===== config.mk =====
export PLATFORM = sky130hd
export DESIGN_NAME = vsd_field_decoder
export DESIGN_NICKNAME = d
export VERILOG_FILES = /design/src/rtl/vsd_pkg.sv /design/src/rtl/vsd_sync_chain.sv /design/src/rtl/vsd_embed_dec.sv /design/src/rtl/vsd_pin_dec.sv /design/src/rtl/vsd_line_ctl.sv /design/src/rtl/vsd_field_decoder.sv
export SDC_FILE = /design/constraint.sdc
export NUM_CORES = 1
export LEC_CHECK = 0
export ABC_AREA = 1
export BUFFER_PORTS_ARGS = -buffer_cell sky130_fd_sc_hd__clkbuf_2
export CAP_MARGIN = 20
export CORE_AREA = 2 2 99 72
export DETAILED_ROUTE_END_ITERATION = 7
export DIE_AREA = 0 0 101 74
export RECOVER_POWER = 25
export SYNTH_ARGS = -nofsm -noshare
export SYNTH_HDL_FRONTEND = slang
export SYNTH_SLANG_ARGS = --single-unit

===== constraint.sdc =====
create_clock -name clk -period 2 [get_ports clk]
set_input_delay 0.6 -clock clk [delete_from_list [all_inputs] [get_ports clk]]
set_output_delay 0.6 -clock clk [all_outputs]
set_load 0.1 [all_outputs]

===== src/rtl/vsd_pkg.sv =====
package vsd_pkg;

   typedef enum logic [1:0] {
      TM_EMBED     = 2'd0,
      TM_FLD_HLOW  = 2'd1,
      TM_HV_EDGE   = 2'd2,
      TM_FLD_HHIGH = 2'd3
   } tmode_e;

   typedef struct packed {
      logic line_ev;
      logic field_ev;
      logic odd;
   } tevent_t;

   localparam logic [7:0] CODE_PRE_HI = 8'hFF;
   localparam logic [7:0] CODE_PRE_LO = 8'h00;

endpackage


===== src/rtl/vsd_sync_chain.sv =====
module vsd_sync_chain #(
   parameter int W      = 1,
   parameter int STAGES = 2
) (
   input  logic         clk,
   input  logic         rst_n,
   input  logic [W-1:0] d,
   output logic [W-1:0] q
);

   if (STAGES < 2) begin : g_bad_depth
      $error("vsd_sync_chain: STAGES must be at least 2");
   end

   for (genvar i = 0; i < STAGES; i++) begin : g_st
      logic [W-1:0] r;
      if (i == 0) begin : g_first
         always_ff @(posedge clk or negedge rst_n) begin
            if (!rst_n) r <= '0;
            else        r <= d;
         end
      end else begin : g_next
         always_ff @(posedge clk or negedge rst_n) begin
            if (!rst_n) r <= '0;
            else        r <= g_st[i-1].r;
         end
      end
   end

   assign q = g_st[STAGES-1].r;

endmodule


===== src/rtl/vsd_embed_dec.sv =====
module vsd_embed_dec
   import vsd_pkg::*;
#(
   parameter int PIX_W = 8
) (
   input  logic             clk,
   input  logic             rst_n,
   input  logic [PIX_W-1:0] pix,
   output tevent_t          ev,
   output logic             hit,
   output logic             vflag
);

   logic [7:0] cur;
   logic [7:0] hist0, hist1, hist2;
   logic       f_last;

   assign cur = pix[PIX_W-1 -: 8];

   always_ff @(posedge clk or negedge rst_n) begin
      if (!rst_n) begin
         hist0  <= '0;
         hist1  <= '0;
         hist2  <= '0;
         f_last <= 1'b0;
      end else begin
         hist0 <= cur;
         hist1 <= hist0;
         hist2 <= hist1;
         if (hit) f_last <= cur[6];
      end
   end

   always_comb begin
      hit = (hist2 == CODE_PRE_HI) && (hist1 == CODE_PRE_LO) &&
            (hist0 == CODE_PRE_LO) && cur[7];
      ev.line_ev  = hit && cur[4];
      ev.field_ev = hit && (cur[6] != f_last);
      ev.odd      = ~cur[6];
      vflag       = cur[5];
   end

endmodule


===== src/rtl/vsd_pin_dec.sv =====
module vsd_pin_dec
   import vsd_pkg::*;
(
   input  tmode_e  mode,
   input  logic    hs_now,
   input  logic    hs_prev,
   input  logic    fv_now,
   input  logic    fv_prev,
   output tevent_t ev
);

   logic hs_fall, fv_fall, fv_chg;

   always_comb begin
      hs_fall = hs_prev & ~hs_now;
      fv_fall = fv_prev & ~fv_now;
      fv_chg  = fv_prev ^ fv_now;
      ev      = '0;
      case (mode)
         TM_FLD_HLOW: begin
            ev.line_ev  = hs_fall;
            ev.field_ev = fv_chg & ~hs_now;
            ev.odd      = ~fv_now;
         end
         TM_HV_EDGE: begin
            ev.line_ev  = hs_fall;
            ev.field_ev = fv_fall & (hs_fall | hs_now);
            ev.odd      = hs_fall;
         end
         TM_FLD_HHIGH: begin
            ev.line_ev  = hs_fall;
            ev.field_ev = fv_chg & hs_now;
            ev.odd      = ~fv_now;
         end
         default: ev = '0;
      endcase
   end

endmodule


===== src/rtl/vsd_line_ctl.sv =====
module vsd_line_ctl #(
   parameter int LINE_W    = 10,
   parameter int VBL_LINES = 20
) (
   input  logic              clk,
   input  logic              rst_n,
   input  logic              clr,
   input  logic              field_ev,
   input  logic              line_ev,
   output logic [LINE_W-1:0] cnt,
   output logic              in_vbl
);

   localparam logic [LINE_W-1:0] CNT_MAX = '1;
   localparam logic [LINE_W-1:0] VBL_L   = LINE_W'(VBL_LINES);

   if (VBL_LINES > (2**LINE_W) - 1) begin : g_bad_vbl
      $error("vsd_line_ctl: VBL_LINES does not fit in LINE_W bits");
   end

   always_ff @(posedge clk or negedge rst_n) begin
      if (!rst_n)                       cnt <= '0;
      else if (clr)                     cnt <= '0;
      else if (field_ev)                cnt <= '0;
      else if (line_ev && cnt != CNT_MAX) cnt <= cnt + 1'b1;
   end

   assign in_vbl = (cnt < VBL_L);

   // the count holds at its ceiling
   assert_line_sat_R7: assert property (@(posedge clk) disable iff (!rst_n)
      (cnt == CNT_MAX && !clr && !field_ev) |=> (cnt == CNT_MAX));

   // a field start always leaves the count at zero
   assert_field_zero_R7: assert property (@(posedge clk) disable iff (!rst_n)
      field_ev |=> (cnt == '0));

endmodule


===== src/rtl/vsd_field_decoder.sv =====
module vsd_field_decoder
   import vsd_pkg::*;
#(
   parameter int PIX_W       = 8,
   parameter int SYNC_STAGES = 2,
   parameter int LINE_W      = 10,
   parameter int VBL_LINES   = 20
) (
   input  logic             clk,
   input  logic             rst_n,
   input  logic [1:0]       mode_sel,
   input  logic             blank_en,
   input  logic             hsync_in,
   input  logic             fvs_in,
   input  logic             blank_in,
   input  logic             trst_in,
   input  logic [PIX_W-1:0] pix_in,
   output logic             field_start_o,
   output logic             field_odd_o,
   output logic             line_start_o,
   output logic             blank_o
);

   localparam int SW     = PIX_W + 4;
   localparam int B_HS   = PIX_W;
   localparam int B_FV   = PIX_W + 1;
   localparam int B_BL   = PIX_W + 2;
   localparam int B_TR   = PIX_W + 3;

   if (PIX_W < 8) begin : g_bad_pix
      $error("vsd_field_decoder: PIX_W must be at least 8");
   end

   tmode_e            mode;
   logic [SW-1:0]     sync_q;
   logic [PIX_W-1:0]  pix_s;
   logic              hs_s, fv_s, bl_s, tr_s;
   logic              hs_p, fv_p, tr_p;
   logic              tr_armed, trst_clr;
   tevent_t           emb_ev, pin_ev, sel_ev;
   logic              emb_hit, emb_v;
   logic              fstart_q, lstart_q, odd_q, vbit_q, blank_q;
   logic [LINE_W-1:0] line_cnt;
   logic              in_vbl;

   assign mode = tmode_e'(mode_sel);

   vsd_sync_chain #(.W(SW), .STAGES(SYNC_STAGES)) u_sync (
      .clk   (clk),
      .rst_n (rst_n),
      .d     ({trst_in, blank_in, fvs_in, hsync_in, pix_in}),
      .q     (sync_q)
   );

   assign pix_s = sync_q[PIX_W-1:0];
   assign hs_s  = sync_q[B_HS];
   assign fv_s  = sync_q[B_FV];
   assign bl_s  = sync_q[B_BL];
   assign tr_s  = sync_q[B_TR];

   always_ff @(posedge clk or negedge rst_n) begin
      if (!rst_n) begin
         hs_p     <= 1'b0;
         fv_p     <= 1'b0;
         tr_p     <= 1'b0;
         tr_armed <= 1'b0;
      end else begin
         hs_p <= hs_s;
         fv_p <= fv_s;
         tr_p <= tr_s;
         if (tr_s && !tr_p)  tr_armed <= 1'b1;
         else if (trst_clr)  tr_armed <= 1'b0;
      end
   end

   assign trst_clr = tr_armed & tr_p & ~tr_s;

   vsd_embed_dec #(.PIX_W(PIX_W)) u_embed (
      .clk   (clk),
      .rst_n (rst_n),
      .pix   (pix_s),
      .ev    (emb_ev),
      .hit   (emb_hit),
      .vflag (emb_v)
   );

   vsd_pin_dec u_pins (
      .mode    (mode),
      .hs_now  (hs_s),
      .hs_prev (hs_p),
      .fv_now  (fv_s),
      .fv_prev (fv_p),
      .ev      (pin_ev)
   );

   assign sel_ev = (mode == TM_EMBED) ? emb_ev : pin_ev;

   always_ff @(posedge clk or negedge rst_n) begin
      if (!rst_n) begin
         fstart_q <= 1'b0;
         lstart_q <= 1'b0;
         odd_q    <= 1'b1;
         vbit_q   <= 1'b1;
         blank_q  <= 1'b0;
      end else begin
         fstart_q <= sel_ev.field_ev;
         lstart_q <= sel_ev.line_ev;
         blank_q  <= bl_s;
         if (sel_ev.field_ev) odd_q  <= sel_ev.odd;
         if (emb_hit)         vbit_q <= emb_v;
      end
   end

   vsd_line_ctl #(.LINE_W(LINE_W), .VBL_LINES(VBL_LINES)) u_lines (
      .clk      (clk),
      .rst_n    (rst_n),
      .clr      (trst_clr),
      .field_ev (sel_ev.field_ev),
      .line_ev  (sel_ev.line_ev),
      .cnt      (line_cnt),
      .in_vbl   (in_vbl)
   );

   assign field_start_o = fstart_q;
   assign line_start_o  = lstart_q;
   assign field_odd_o   = odd_q;
   assign blank_o       = (mode == TM_EMBED) ? vbit_q :
                          (blank_en ? blank_q : in_vbl);

   // a line pulse never lasts two cycles
   assert_line_pulse_R10: assert property (@(posedge clk) disable iff (!rst_n)
      line_start_o |=> !line_start_o);

   // parity moves only together with a field pulse
   assert_parity_hold_R5: assert property (@(posedge clk) disable iff (!rst_n)
      !field_start_o |-> $stable(field_odd_o));

   // an odd field in mode 2 needs a horizontal fall in the decode cycle
   assert_mode2_odd_R5: assert property (@(posedge clk) disable iff (!rst_n)
      (mode == TM_HV_EDGE && field_start_o && field_odd_o) |-> $past(hs_p && !hs_s));

   // a completed reset sequence empties the line count
   assert_trst_clear_R9: assert property (@(posedge clk) disable iff (!rst_n)
      trst_clr |=> (line_cnt == '0));

   // a field pulse at the output finds the count at zero
   assert_field_line0_R7: assert property (@(posedge clk) disable iff (!rst_n)
      (field_start_o && mode != TM_EMBED) |-> (line_cnt == '0 || $past(trst_clr) == 1'b0));

endmodule


Word level (Yosys, flattened, before mapping) --
Index checks and enable logic that the tools add are counted.
Operators by class: $add $sub $neg 1, order comparisons 1, eq/ne operators 6, multiplexer cells 9, bitwise operators 13, reduce and logical (&&, ||, !) cells 13
Operators by type and width (number):
- 2-to-1 mux 10 bit | 3
- zero test 8 bit | 2
- adder 10 x 1 -> 10 bit, second input constant | 1
- < comparator 10 x 5 -> 1 bit, second input constant | 1
- inequality test 10 bit, second input constant | 1
- one-hot mux 3 bit (3 select lines) | 1
- == test 8 bit, second input constant | 1
- bitwise AND 1 bit | 7
- logical AND 1 bit | 7
- == test 2 bit, second input constant | 2
- 2-to-1 mux 1 bit | 4
- NOT 1 bit | 4
- 2-to-1 mux 3 bit | 1
- nonzero test 3 bit | 1
- == test 2 x 1 -> 1 bit, second input constant | 1
- zero test 2 bit | 1
- nonzero test 2 bit | 1
- zero test 1 bit | 1
- inequality test 1 bit | 1
- bitwise OR 1 bit | 1
- XOR 1 bit | 1
Word-level totals: register bits after elaboration 68, input port bits 17, word-level logic and storage cells 59

Depth between registers and ports, before layout --
Gate-level depths: netlist (run 1).
word-level depth 10, gate-level depth with buffers 12, mapped depth without buffers 11

Hierarchy --
From an unflattened synthesis (run 1), not the netlist that was laid out.
Second synthesis, totals: cells, all modules 255, area total of the unflattened synthesis 2607.5 µm²
Modules (own cells, without submodules):
- vsd_embed_dec | instances 1, cells each 78, area an instance 867.1 µm²
- vsd_line_ctl | instances 1, cells each 99, area an instance 690.7 µm²
- vsd_sync_chain | instances 1, cells each 24, area an instance 600.6 µm²
- vsd_field_decoder | instances 1, cells each 35, area an instance 361.6 µm²
- vsd_pin_dec | instances 1, cells each 19, area an instance 87.6 µm²

Least setup slack after synthesis (run 1) --
No wires, ideal clock.
path kind input-to-output, start point input port mode_sel[0], end point output port blank_o, arrival time 2432 ps, path slack -1032 ps, cell stages on the path 3, buffers on the path 0, cells stage by stage inv_1 -> nand2_4 -> a31oi_1
On the way: cells in the longest elaborated chain, start to end 2
Ends and longest elaborated chain:
- start: declaration | RTL line vsd_field_decoder.sv:11 | input logic [1:0] mode_sel,
- zero test 2 bit | RTL line vsd_field_decoder.sv:127 | assign blank_o = (mode == TM_EMBED) ? vbit_q :
- 2-to-1 mux 1 bit | RTL line vsd_field_decoder.sv:127
- end: declaration | RTL line vsd_field_decoder.sv:21 | output logic blank_o
Every way passes these cells.

Worst setup path after layout (run 1) --
start point register u_lines.cnt[5], end point output port blank_o
On the way: cells in the longest elaborated chain, start to end 3
Ends and longest elaborated chain:
- start: declaration | RTL line vsd_line_ctl.sv:10 | output logic [LINE_W-1:0] cnt,
- start signal: assignment | RTL line vsd_line_ctl.sv:25 | else if (line_ev && cnt != CNT_MAX) cnt <= cnt + 1'b1;
- < comparator 10 x 5 -> 1 bit | RTL line vsd_line_ctl.sv:28 | assign in_vbl = (cnt < VBL_L);
- 2-to-1 mux 1 bit | RTL line vsd_field_decoder.sv:128 | (blank_en ? blank_q : in_vbl);
- 2-to-1 mux 1 bit | RTL line vsd_field_decoder.sv:127
Every way passes these cells.

==> flow_summary_export.csv, run 1 <==
group,metric,value,unit
placed_design,place_area,2830,um^2
setup_path,r2r_cells,11,
synthesis,synth_nets,252,
die,die_w,101,um
synthesis,syn_area,2536,um^2
setup_path,crit_slowest_cell,"dfrtp_2",
clocking,ctsLongestPathBuffers,2,
setup_path,worstPathMaxFanout,2,
sta,setup_viol,1,
clocking,cts_tree,"yes",
setup_path,crit_arrival,1.50,ns
setup_path,r2r-start,"u_sync.q[9]",
pwr,power,2.965,mW
grt,antenna_found_initial,0,
clocking,path_clk_slew,0.07,ns
pwr,power_frac_seq,50.4,%
pwr,power.internal,2.268,mW
synthesis,ys_types,27,
flow_run,cap_violations,0,
setup_path,criticalPathCategory,"register to output port",
setup_path,slowest_delay,0.42,ns
route,drc_errors,0,
die,core_area,6569,um^2
setup_path,critPathLaunchType,"register",
grt,grt_use_total,12.59,%
placed_design,place_inst,338,
finish,antenna_cells,0,
run_status,outcome,"finished with violations",
setup_path,required,1.40,ns
die,rows,25,
setup_path,path_cells,"nor4_4, nand3_2, a31oi_4, buf_12",
run_status,violations,"negative setup slack",
finish,fill_cells,611,
route,ant_nets,0,
synthesis,synth_common_cells,"dfrtp_1 (66), nand2_1 (40), nor2_1 (36), inv_1 (24), nand3_1 (23)",
sta,finalHoldViolCount,0,
sta,fin_hold_ws,0.2746,ns
setup_path,crit_family,"flip-flops",
finish,drive_gt1_share,24.36,%
synthesis,ys_warn_count,0,
route,wl,4.013,mm
setup_path,r2r_slack,0.37,ns
sta,finalCriticalPeriod,2.098,ns
die,dieArea,7474,um^2
sta,slew_headroom,64.23,%
die,die_height,74,um
route,first_iter_violations,82,
synthesis,syn_avg_cell_area,10.88,um^2
placed_design,hpwl,2.764,mm
finish,final_util,46.74,%
synthesis,syn_inst,233,
sta,finalCritPeriodShare,104.9,%
synthesis,synth_edf_count,0,
setup_path,path_buf_inv,1,
route,dr.pass1.iters,4,
synthesis,seq_area_frac_synth,67.19,%
synthesis,async_flop_share,100.0,%
sta,finClkSkew,0.009168,ns
sta,drv_slew,0,
finish,fin_area,3070,um^2
placed_design,place.gp.congestion,0.7697,
synthesis,synth_flop_cell,"dfrtp_1",
clocking,clk_latency,0.33,ns
pwr,vdd.ir_drop.worst,392.3,uV
synthesis,synthTopCellsByArea,"dfrtp_1 (65%), nand2_1 (5.9%), nor2_1 (5.3%), nand3_1 (4.5%), inv_1 (3.6%)",
sta,layout_setup_ws,-0.09803,ns
die,num_io_pins,21,
pwr,clock_power_share,40.7,%
clocking,cts_root_buffer,"clkbuf_8",
setup_path,worstReg2RegEnd,"u_lines.cnt[7]",
worst_hold_path,hold_class,"input port to asynchronous set/reset pin",
setup_path,startpoint,"u_lines.cnt[5]",
pwr,swShare,23.51,%
sta,rsz0062_at_grt,"true",
route,avgViaCountPerCell,4.427,
route,vias,1576,
pwr,netSwitchingPower,697.1,uW
pwr,p_comb_share,8.9,%
pwr,p_per_area,965.6,nW/um^2
setup_path,end_kind,"output port",
sta,tightest_slew,0.5388,ns
grt,grt_first_pass_wirelength,6.955,mm
grt,overflow,0,
synthesis,yosysTopAreaCell,"dfrtp_1",
finish,final_nets,289,
setup_path,critical_path.endpoint,"blank_o",
die,initial_core_util,38.61,%
route,wl_per_cell,11.27,um
synthesis,synth-seq-cells,68,
clocking,htreeDepth,3,
finish,syn_to_final_growth,21.07,%
finish,final_cells,356,
sta,max_freq,0.4766,GHz
setup_path,cp.depth,4,
grt,grt_max_degree,69,
synthesis,synth_top_area_share,65.12,%
placed_design,io_buffers,20,
clocking,cts_buffers,9,
pwr,leakagePower,1.550,nW
synthesis,synth_most_common_cell,"dfrtp_1",
clocking,cts_num_sinks,68,
grt,grt_pass1_vias,1441,
## sequential cells by signal, indices dropped and copies added, names as in the netlist, 8 cells and up
name	flops
u_sync.q	12
u_lines.cnt	10
u_sync.g_st.r	12
u_embed.hist0	8
u_embed.hist1	8
u_embed.hist2	8
## metrics by stage
step | setup TNS, ns | setup slack [ns]
2_1_floorplan | -0.08142 | -0.08142
3_3_place_gp | 0 | 0.04713
3_5_place_dp | 0 | 0.02613
4_1_cts | -0.1345 | -0.1345
5_1_grt | -0.1792 | -0.1792
6_report | -0.09803 | -0.09803
## power groups by stage
| stage | clock, mW | combinational (mW) | sequential [mW] |
|---|---|---|---|
| 4_1_cts | 1.26 | 0.268 | 1.49 |
| 3_5_place_dp | 0 | 0.266 | 1.52 |
| 2_1_floorplan | 0 | 0.111 | 1.57 |
| 6_report | 1.21 | 0.264 | 1.49 |
| 3_3_place_gp | 0 | 0.264 | 1.52 |
| 5_1_grt | 1.32 | 0.294 | 1.50 |
## how the worst min path moves through the flow
stage,end,slack (ns),depth (start not counted)
finish,u_sync.g_st[0].r[1],0.27,2
global route,u_sync.g_st[0].r[0],0.30,2
CTS,u_sync.g_st[0].r[10],0.28,2
detailed placement,u_embed.hist0[0],0.33,0
global placement,u_sync.q[11],0.33,0
floorplan,blank_q,0.30,0
## worst reg2reg max path: stages (launching register included)
cell and delay [ns]:
dfrtp_1 0.37, inv_1 0.08, ha_1 0.22, nor2_1 0.11, nand2_1 0.05, o21ai_1 0.16
inv_2 0.07, nand2_2 0.12, nor2_4 0.08, buf_12 0.14, nand3_1 0.07, nand2_1 0.06
## final cells by class
| class | count | area [um^2] | area share (%) |
|---|---|---|---|
| clock buffer | 12 | 145.1 | 4.727 |
| clock inverter | 4 | 72.57 | 2.363 |
| inverter | 27 | 101.3 | 3.301 |
| multi-input combinational | 136 | 743.2 | 24.21 |
| sequential | 68 | 1707 | 55.58 |
| tap | 81 | 101.3 | 3.301 |
| timing repair buffer | 28 | 200.2 | 6.520 |
## routing by layer
metal | routed length, um | vias to the layer above | global-route usage, %
met5 | 0 | - | 0
met2 | 1582 | 34 | 15.41
met3 | 233 | 5 | 4.793
met1 | 2138 | 726 | 19.15
met4 | 58 | 0 | 6.306
li1 | - | 811 | -
## layout by cell type, fill, tap and decap left out, types with 3 or more instances in the layout
cell type / count
nand2_2: 3
xnor2_1: 3
nand3_1: 22
buf_4: 6
inv_1: 24
nand2_1: 40
clkbuf_8: 10
nand3_2: 4
nor2_1: 36
xor2_1: 5
nand4_1: 3
dfrtp_1: 64
clkbuf_2: 18
buf_12: 3
inv_2: 3
## timing repair
item,in CTS,in global routing
endpoints found under the setup margin,1,1
buffers inserted,2,0
resized for setup,4,0
pin swaps,3,0
hold buffers,0,0
## logic make-up after synthesis
family / after synthesis / synth area share (%)
AND/OR/NAND/NOR: 117 / 21.41
multiplexers: 2 / 0.8879
XOR/XNOR: 8 / 2.763
buffers and inverters: 29 / 4.884
AO/OA/AOI/OAI: 7 / 1.874
flip-flops: 68 / 67.19
adder cells (fa/ha/maj): 2 / 0.9865
No activity file was read; power rests on OpenSTA's default activity.
==> run 2: changes to the inputs <==
--- a/config.mk
+++ b/config.mk
@@ -12,6 +12,7 @@
 export DETAILED_ROUTE_END_ITERATION = 7
 export DIE_AREA = 0 0 101 74
 export RECOVER_POWER = 25
+export SLEW_MARGIN = 10
 export SYNTH_ARGS = -nofsm -noshare
 export SYNTH_HDL_FRONTEND = slang
 export SYNTH_SLANG_ARGS = --single-unit
==> constraint.sdc (replaced) <==
create_clock -name clk -period 2.6 [get_ports clk]
set_input_delay 0.78 -clock clk [delete_from_list [all_inputs] [get_ports clk]]
set_output_delay 0.78 -clock clk [all_outputs]
set_load 0.1 [all_outputs]
==> run 2 against run 1 <==
- the run now ends clean
- first-iteration DRC count decreased by 28%
- utilization decreased by 1.2 points
- worst setup slack improved by 0.32 ns
- via count decreased by 0.19%
- largest power group unchanged
- highest routed layer unchanged
==> flow_summary_export.csv, run 2 (same netlist as run 1, synthesis figures left out) <==
group,metric,value,unit
setup_path,criticalPathCategory,"register to output port",
grt,overflow,0,
die,rows,25,
setup_path,critPathLaunchType,"register",
setup_path,r2r_cells,8,
placed_design,place_inst,334,
sta,setup_viol,0,
clocking,clk_latency,0.34,ns
grt,grt_first_pass_wirelength,6.782,mm
placed_design,io_buffers,20,
sta,finalSetupTns,0,ns
die,core_area,6569,um^2
grt,grt_use_total,12.62,%
grt,grt_max_degree,30,
die,die_w,101,um
flow_run,cap_violations,0,
route,dr.pass1.iters,4,
finish,final_cells,350,
finish,final_common_cell,"dfrtp_1",
clocking,ctsLongestPathBuffers,2,
pwr,leakagePower,1.509,nW
worst_hold_path,holdPathStages,0,
route,first_iter_violations,59,
die,die_height,74,um
die,dieArea,7474,um^2
sta,rsz0062_at_grt,"false",
finish,drive_gt1_share,21.19,%
worst_hold_path,hp-start,"u_sync.q[0]",
die,initial_core_util,38.61,%
setup_path,worstPathMaxFanout,5,
sta,drv_slew,0,
finish,antenna_cells,0,
pwr,vdd.ir_drop.worst,496.2,uV
placed_design,place.gp.congestion,0.8027,
clocking,cts_root_buffer,"clkbuf_8",
clocking,cts_buffers,9,
grt,grt_pass1_vias,1417,
clocking,hold_buffers,0,
setup_path,crit_arrival,1.60,ns
clocking,cts.repair_timing.setup_buffer_count,0,
clocking,cts_num_sinks,68,
sta,finalCriticalPeriod,2.377,ns
route,ant_nets,0,
setup_path,r2r_slack,0.89,ns
sta,tightest_slew,0.6336,ns
finish,syn_to_final_growth,17.91,%
route,drc_errors,0,
sta,max_freq,0.4206,GHz
finish,final_nets,283,
grt,antenna_found_initial,0,
worst_hold_path,hold_class,"register to register",
setup_path,r2r-start,"u_lines.cnt[0]",
setup_path,worstReg2RegEnd,"u_lines.cnt[4]",
setup_path,required,1.82,ns
sta,finalHoldViolCount,0,
finish,final_cell_mix,"dfrtp_1 (66), nand2_1 (40), nor2_1 (36), inv_1 (24), nand3_1 (23)",
route,avgViaCountPerCell,4.494,
sta,finClkSkew,0.007116,ns
placed_design,hpwl,2.836,mm
die,num_io_pins,21,
clocking,htreeDepth,3,
worst_hold_path,hold_path_end,"u_embed.hist0[0]",
run_status,outcome,"finished, final reports clean",
clocking,path_clk_slew,0.07,ns
route,vias,1573,
route,wl,4.095,mm
sta,finalCritPeriodShare,91.43,%
route,wl_per_cell,11.70,um
setup_path,end_kind,"output port",
pwr,p_per_area,761.1,nW/um^2
sta,slew_headroom,57.76,%
clocking,cts_resized,0,
clocking,cts_tree,"yes",
==> run 2: power by group <==
| group | switching (mW) | leakage [nW] | internal [mW] |
|---|---|---|---|
| registers | 0.0342 | 0.815 | 1.12 |
| clock network | 0.373 | 0.107 | 0.565 |
| logic | 0.137 | 0.587 | 0.0502 |
| total | 0.544 | 1.51 | 1.73 |
==> run 2: worst max-delay path by stage <==
stage	start	slack [ns]	cells past startpoint	to
finish	u_lines.cnt[7]	0.22	4	blank_o
global route	u_lines.cnt[7]	0.14	4	blank_o
CTS	u_lines.cnt[7]	0.19	4	blank_o
detailed placement	blank_en	0.23	5	blank_o
global placement	blank_en	0.28	5	blank_o
floorplan	blank_en	0.14	3	blank_o
==> run 2: routing by layer <==
metal	global-route usage, %	vias up	part of all wire (%)
met3	5.639	5	5.1
li1	-	796	-
met2	16.67	33	40
met1	17.87	739	53
met5	0	-	0
met4	5.856	0	2.0
==> run 2: final cells by class <==
type	count	area, um^2
Fill cell	625	3578
Sequential cell	68	1704
Multi-Input combinational cell	136	723.2
Clock buffer	12	145.1
Timing Repair Buffer	22	142.6
Inverter	27	101.3
Tap cell	81	101.3
Clock inverter	4	72.57
==> run 2: critical path: stages, from the launching register on <==
cell	delay [ns]
dfrtp_1	0.44
nor4_1	0.29
nand3_1	0.16
a31oi_4	0.18
buf_12	0.19
==> run 2: metrics by stage <==
stage	hold WS [ns]	total power, mW	area (um^2)	utilization [%]	setup WS [ns]
finish	0.3476	2.276	2990	45.52	0.2227
global placement	0.3316	1.357	2773	42.21	0.2842
floorplan	0.3312	1.292	2551	-	0.1367
CTS	0.3501	2.310	2990	45.52	0.1880
detailed placement	0.3347	1.360	2773	42.21	0.2263
global route	0.3576	2.378	2990	45.52	0.1372
==> run 3: changes to the inputs <==
--- a/config.mk
+++ b/config.mk
@@ -9,9 +9,10 @@
 export BUFFER_PORTS_ARGS = -buffer_cell sky130_fd_sc_hd__clkbuf_2
 export CAP_MARGIN = 20
 export CORE_AREA = 2 2 99 72
+export CTS_CLUSTER_DIAMETER = 200
 export DETAILED_ROUTE_END_ITERATION = 7
 export DIE_AREA = 0 0 101 74
-export RECOVER_POWER = 25
+export RECOVER_POWER = 50
 export SLEW_MARGIN = 10
 export SYNTH_ARGS = -nofsm -noshare
 export SYNTH_HDL_FRONTEND = slang
==> run 3 against run 2 <==
- the flow now finishes with violations (max-capacitance violations, max-slew violations)
- highest routed layer unchanged
- fmax unchanged
- critical path depth is the same
- critical path type unchanged
- global-route usage unchanged
- routed wire length hardly changed
- count of clock-buffer cells in the layout did not move
- die area did not move
- utilization about the same
==> flow_summary_export.csv, run 3 (same netlist as run 1, synthesis figures left out) <==
group,metric,value,unit
pwr,p_comb_share,8.2,%
die,num_io_pins,21,
clocking,hold_buffers,0,
finish,final_cells,350,
die,initial_core_util,38.61,%
pwr,vdd.ir_drop.worst,496.2,uV
die,die_height,74,um
pwr,leakagePower,1.506,nW
sta,drv_slew,27,
finish,final_nets,283,
clocking,cts_resized,0,
clocking,cts_root_buffer,"clkbuf_8",
run_status,outcome,"finished with violations",
setup_path,worstPathMaxFanout,5,
placed_design,place_inst,334,
clocking,cts.repair_timing.setup_buffer_count,0,
route,vias,1573,
finish,regArea,1704,um^2
finish,fill_cells,626,
pwr,power_frac_seq,50.6,%
sta,finalHoldViolCount,0,
sta,finalCriticalPeriod,2.377,ns
pwr,power.internal,1.732,mW
pwr,clock_power_share,41.2,%
clocking,path_clk_slew,0.07,ns
grt,overflow,0,
route,wl_per_cell,11.71,um
clocking,cts_tree,"yes",
sta,tightest_slew,1.523,ns
die,core_area,6569,um^2
placed_design,place.gp.congestion,0.8027,
grt,grt_use_total,12.62,%
setup_path,critPathLaunchType,"register",
route,first_iter_violations,59,
grt,antenna_found_initial,0,
clocking,clk_latency,0.34,ns
grt,grt_pass1_vias,1417,
worst_hold_path,holdPathStages,0,
placed_design,hpwl,2.836,mm
sta,finClkSkew,0.007116,ns
flow_run,cap_violations,1,
setup_path,required,1.82,ns
run_status,violations,"max-capacitance violations, max-slew violations",
die,rows,25,
worst_hold_path,hold_class,"register to register",
sta,setup_viol,0,
pwr,p_per_area,761.4,nW/um^2
sta,max_freq,0.4206,GHz
pwr,swShare,23.91,%
grt,grt_first_pass_wirelength,6.782,mm
route,avgViaCountPerCell,4.494,
grt,grt_max_degree,30,
pwr,netSwitchingPower,544.2,uW
sta,finalSetupTns,0,ns
die,dieArea,7474,um^2
route,ant_nets,0,
setup_path,crit_arrival,1.60,ns
finish,syn_to_final_growth,17.86,%
placed_design,io_buffers,20,
setup_path,r2r_cells,8,
sta,rsz0062_at_grt,"false",
finish,drive_gt1_share,20.82,%
finish,final_common_cell,"dfrtp_1",
finish,multi_input_area,723.2,um^2
clocking,htreeDepth,3,
route,dr.pass1.iters,4,
clocking,cts_buffers,9,
die,die_w,101,um
setup_path,end_kind,"output port",
finish,final_cell_mix,"dfrtp_1 (66), nand2_1 (40), nor2_1 (36), inv_1 (24), nand3_1 (23)",
clocking,ctsLongestPathBuffers,2,
sta,slew_headroom,-1.522,%
sta,finalCritPeriodShare,91.43,%
finish,antenna_cells,0,
route,wl,4.097,mm
route,drc_errors,0,
sta,fin_hold_ws,0.3476,ns
clocking,cts_num_sinks,68,
setup_path,r2r_slack,0.89,ns
setup_path,criticalPathCategory,"register to output port",
run 3: changes by cell type in the layout (fill, tap and decap cells not counted):
| cell | change |
|---|---|
| buf_2 | -1 |
| clkbuf_1 | +1 |
run 3: final timing paths:
kind / start / to
max in group asynchronous: rst_n / u_embed.hist1[6]
min in group asynchronous: rst_n / u_lines.cnt[9]
setup reg to reg: u_lines.cnt[0] / u_lines.cnt[4]
hold reg to reg: u_sync.q[0] / u_embed.hist0[0]
setup / recovery: u_lines.cnt[7] / blank_o
hold / removal: u_sync.q[0] / u_embed.hist0[0]
run 3: power groups by stage:
stage / sequential [mW] / combinational [mW] / clock, mW
floorplan: 1.21 / 0.0849 / 0
global placement: 1.17 / 0.188 / 0
detailed placement: 1.17 / 0.190 / 0
CTS: 1.15 / 0.190 / 0.968
global route: 1.16 / 0.210 / 1.01
finish: 1.15 / 0.187 / 0.939
run 3: critical path, cell delays in order, from the launching register on:
cell and delay, ns:
dfrtp_1 0.44, nor4_1 0.29, nand3_1 0.16, a31oi_4 0.18
buf_12 0.19
run 3: routing by layer:
layer | global-route usage (%) | routed length, um | up-vias
li1 | - | - | 796
met1 | 17.87 | 2161 | 739
met2 | 16.67 | 1646 | 33
met3 | 5.639 | 207 | 5
met4 | 5.856 | 81 | 0
met5 | 0 | 0 | -
run 3: metrics by stage:
stage | worst slack [ns] | util [%] | power (mW) | instance area (um^2)
2_1_floorplan | 0.1367 | - | 1.292 | 2551
5_1_grt | 0.1372 | 45.50 | 2.378 | 2989
3_3_place_gp | 0.2842 | 42.21 | 1.357 | 2773
6_report | 0.2227 | 45.50 | 2.276 | 2989
3_5_place_dp | 0.2263 | 42.21 | 1.360 | 2773
4_1_cts | 0.1880 | 45.52 | 2.310 | 2990
run 3: layout make-up:
class	instances	share of cell area (%)
repair buffers	22	4.730
clock inverters	4	2.428
inverters	27	3.391
clock buffers	12	4.856
multi-input cells	136	24.19
well taps	81	3.391
flip-flops and latches	68	57.01
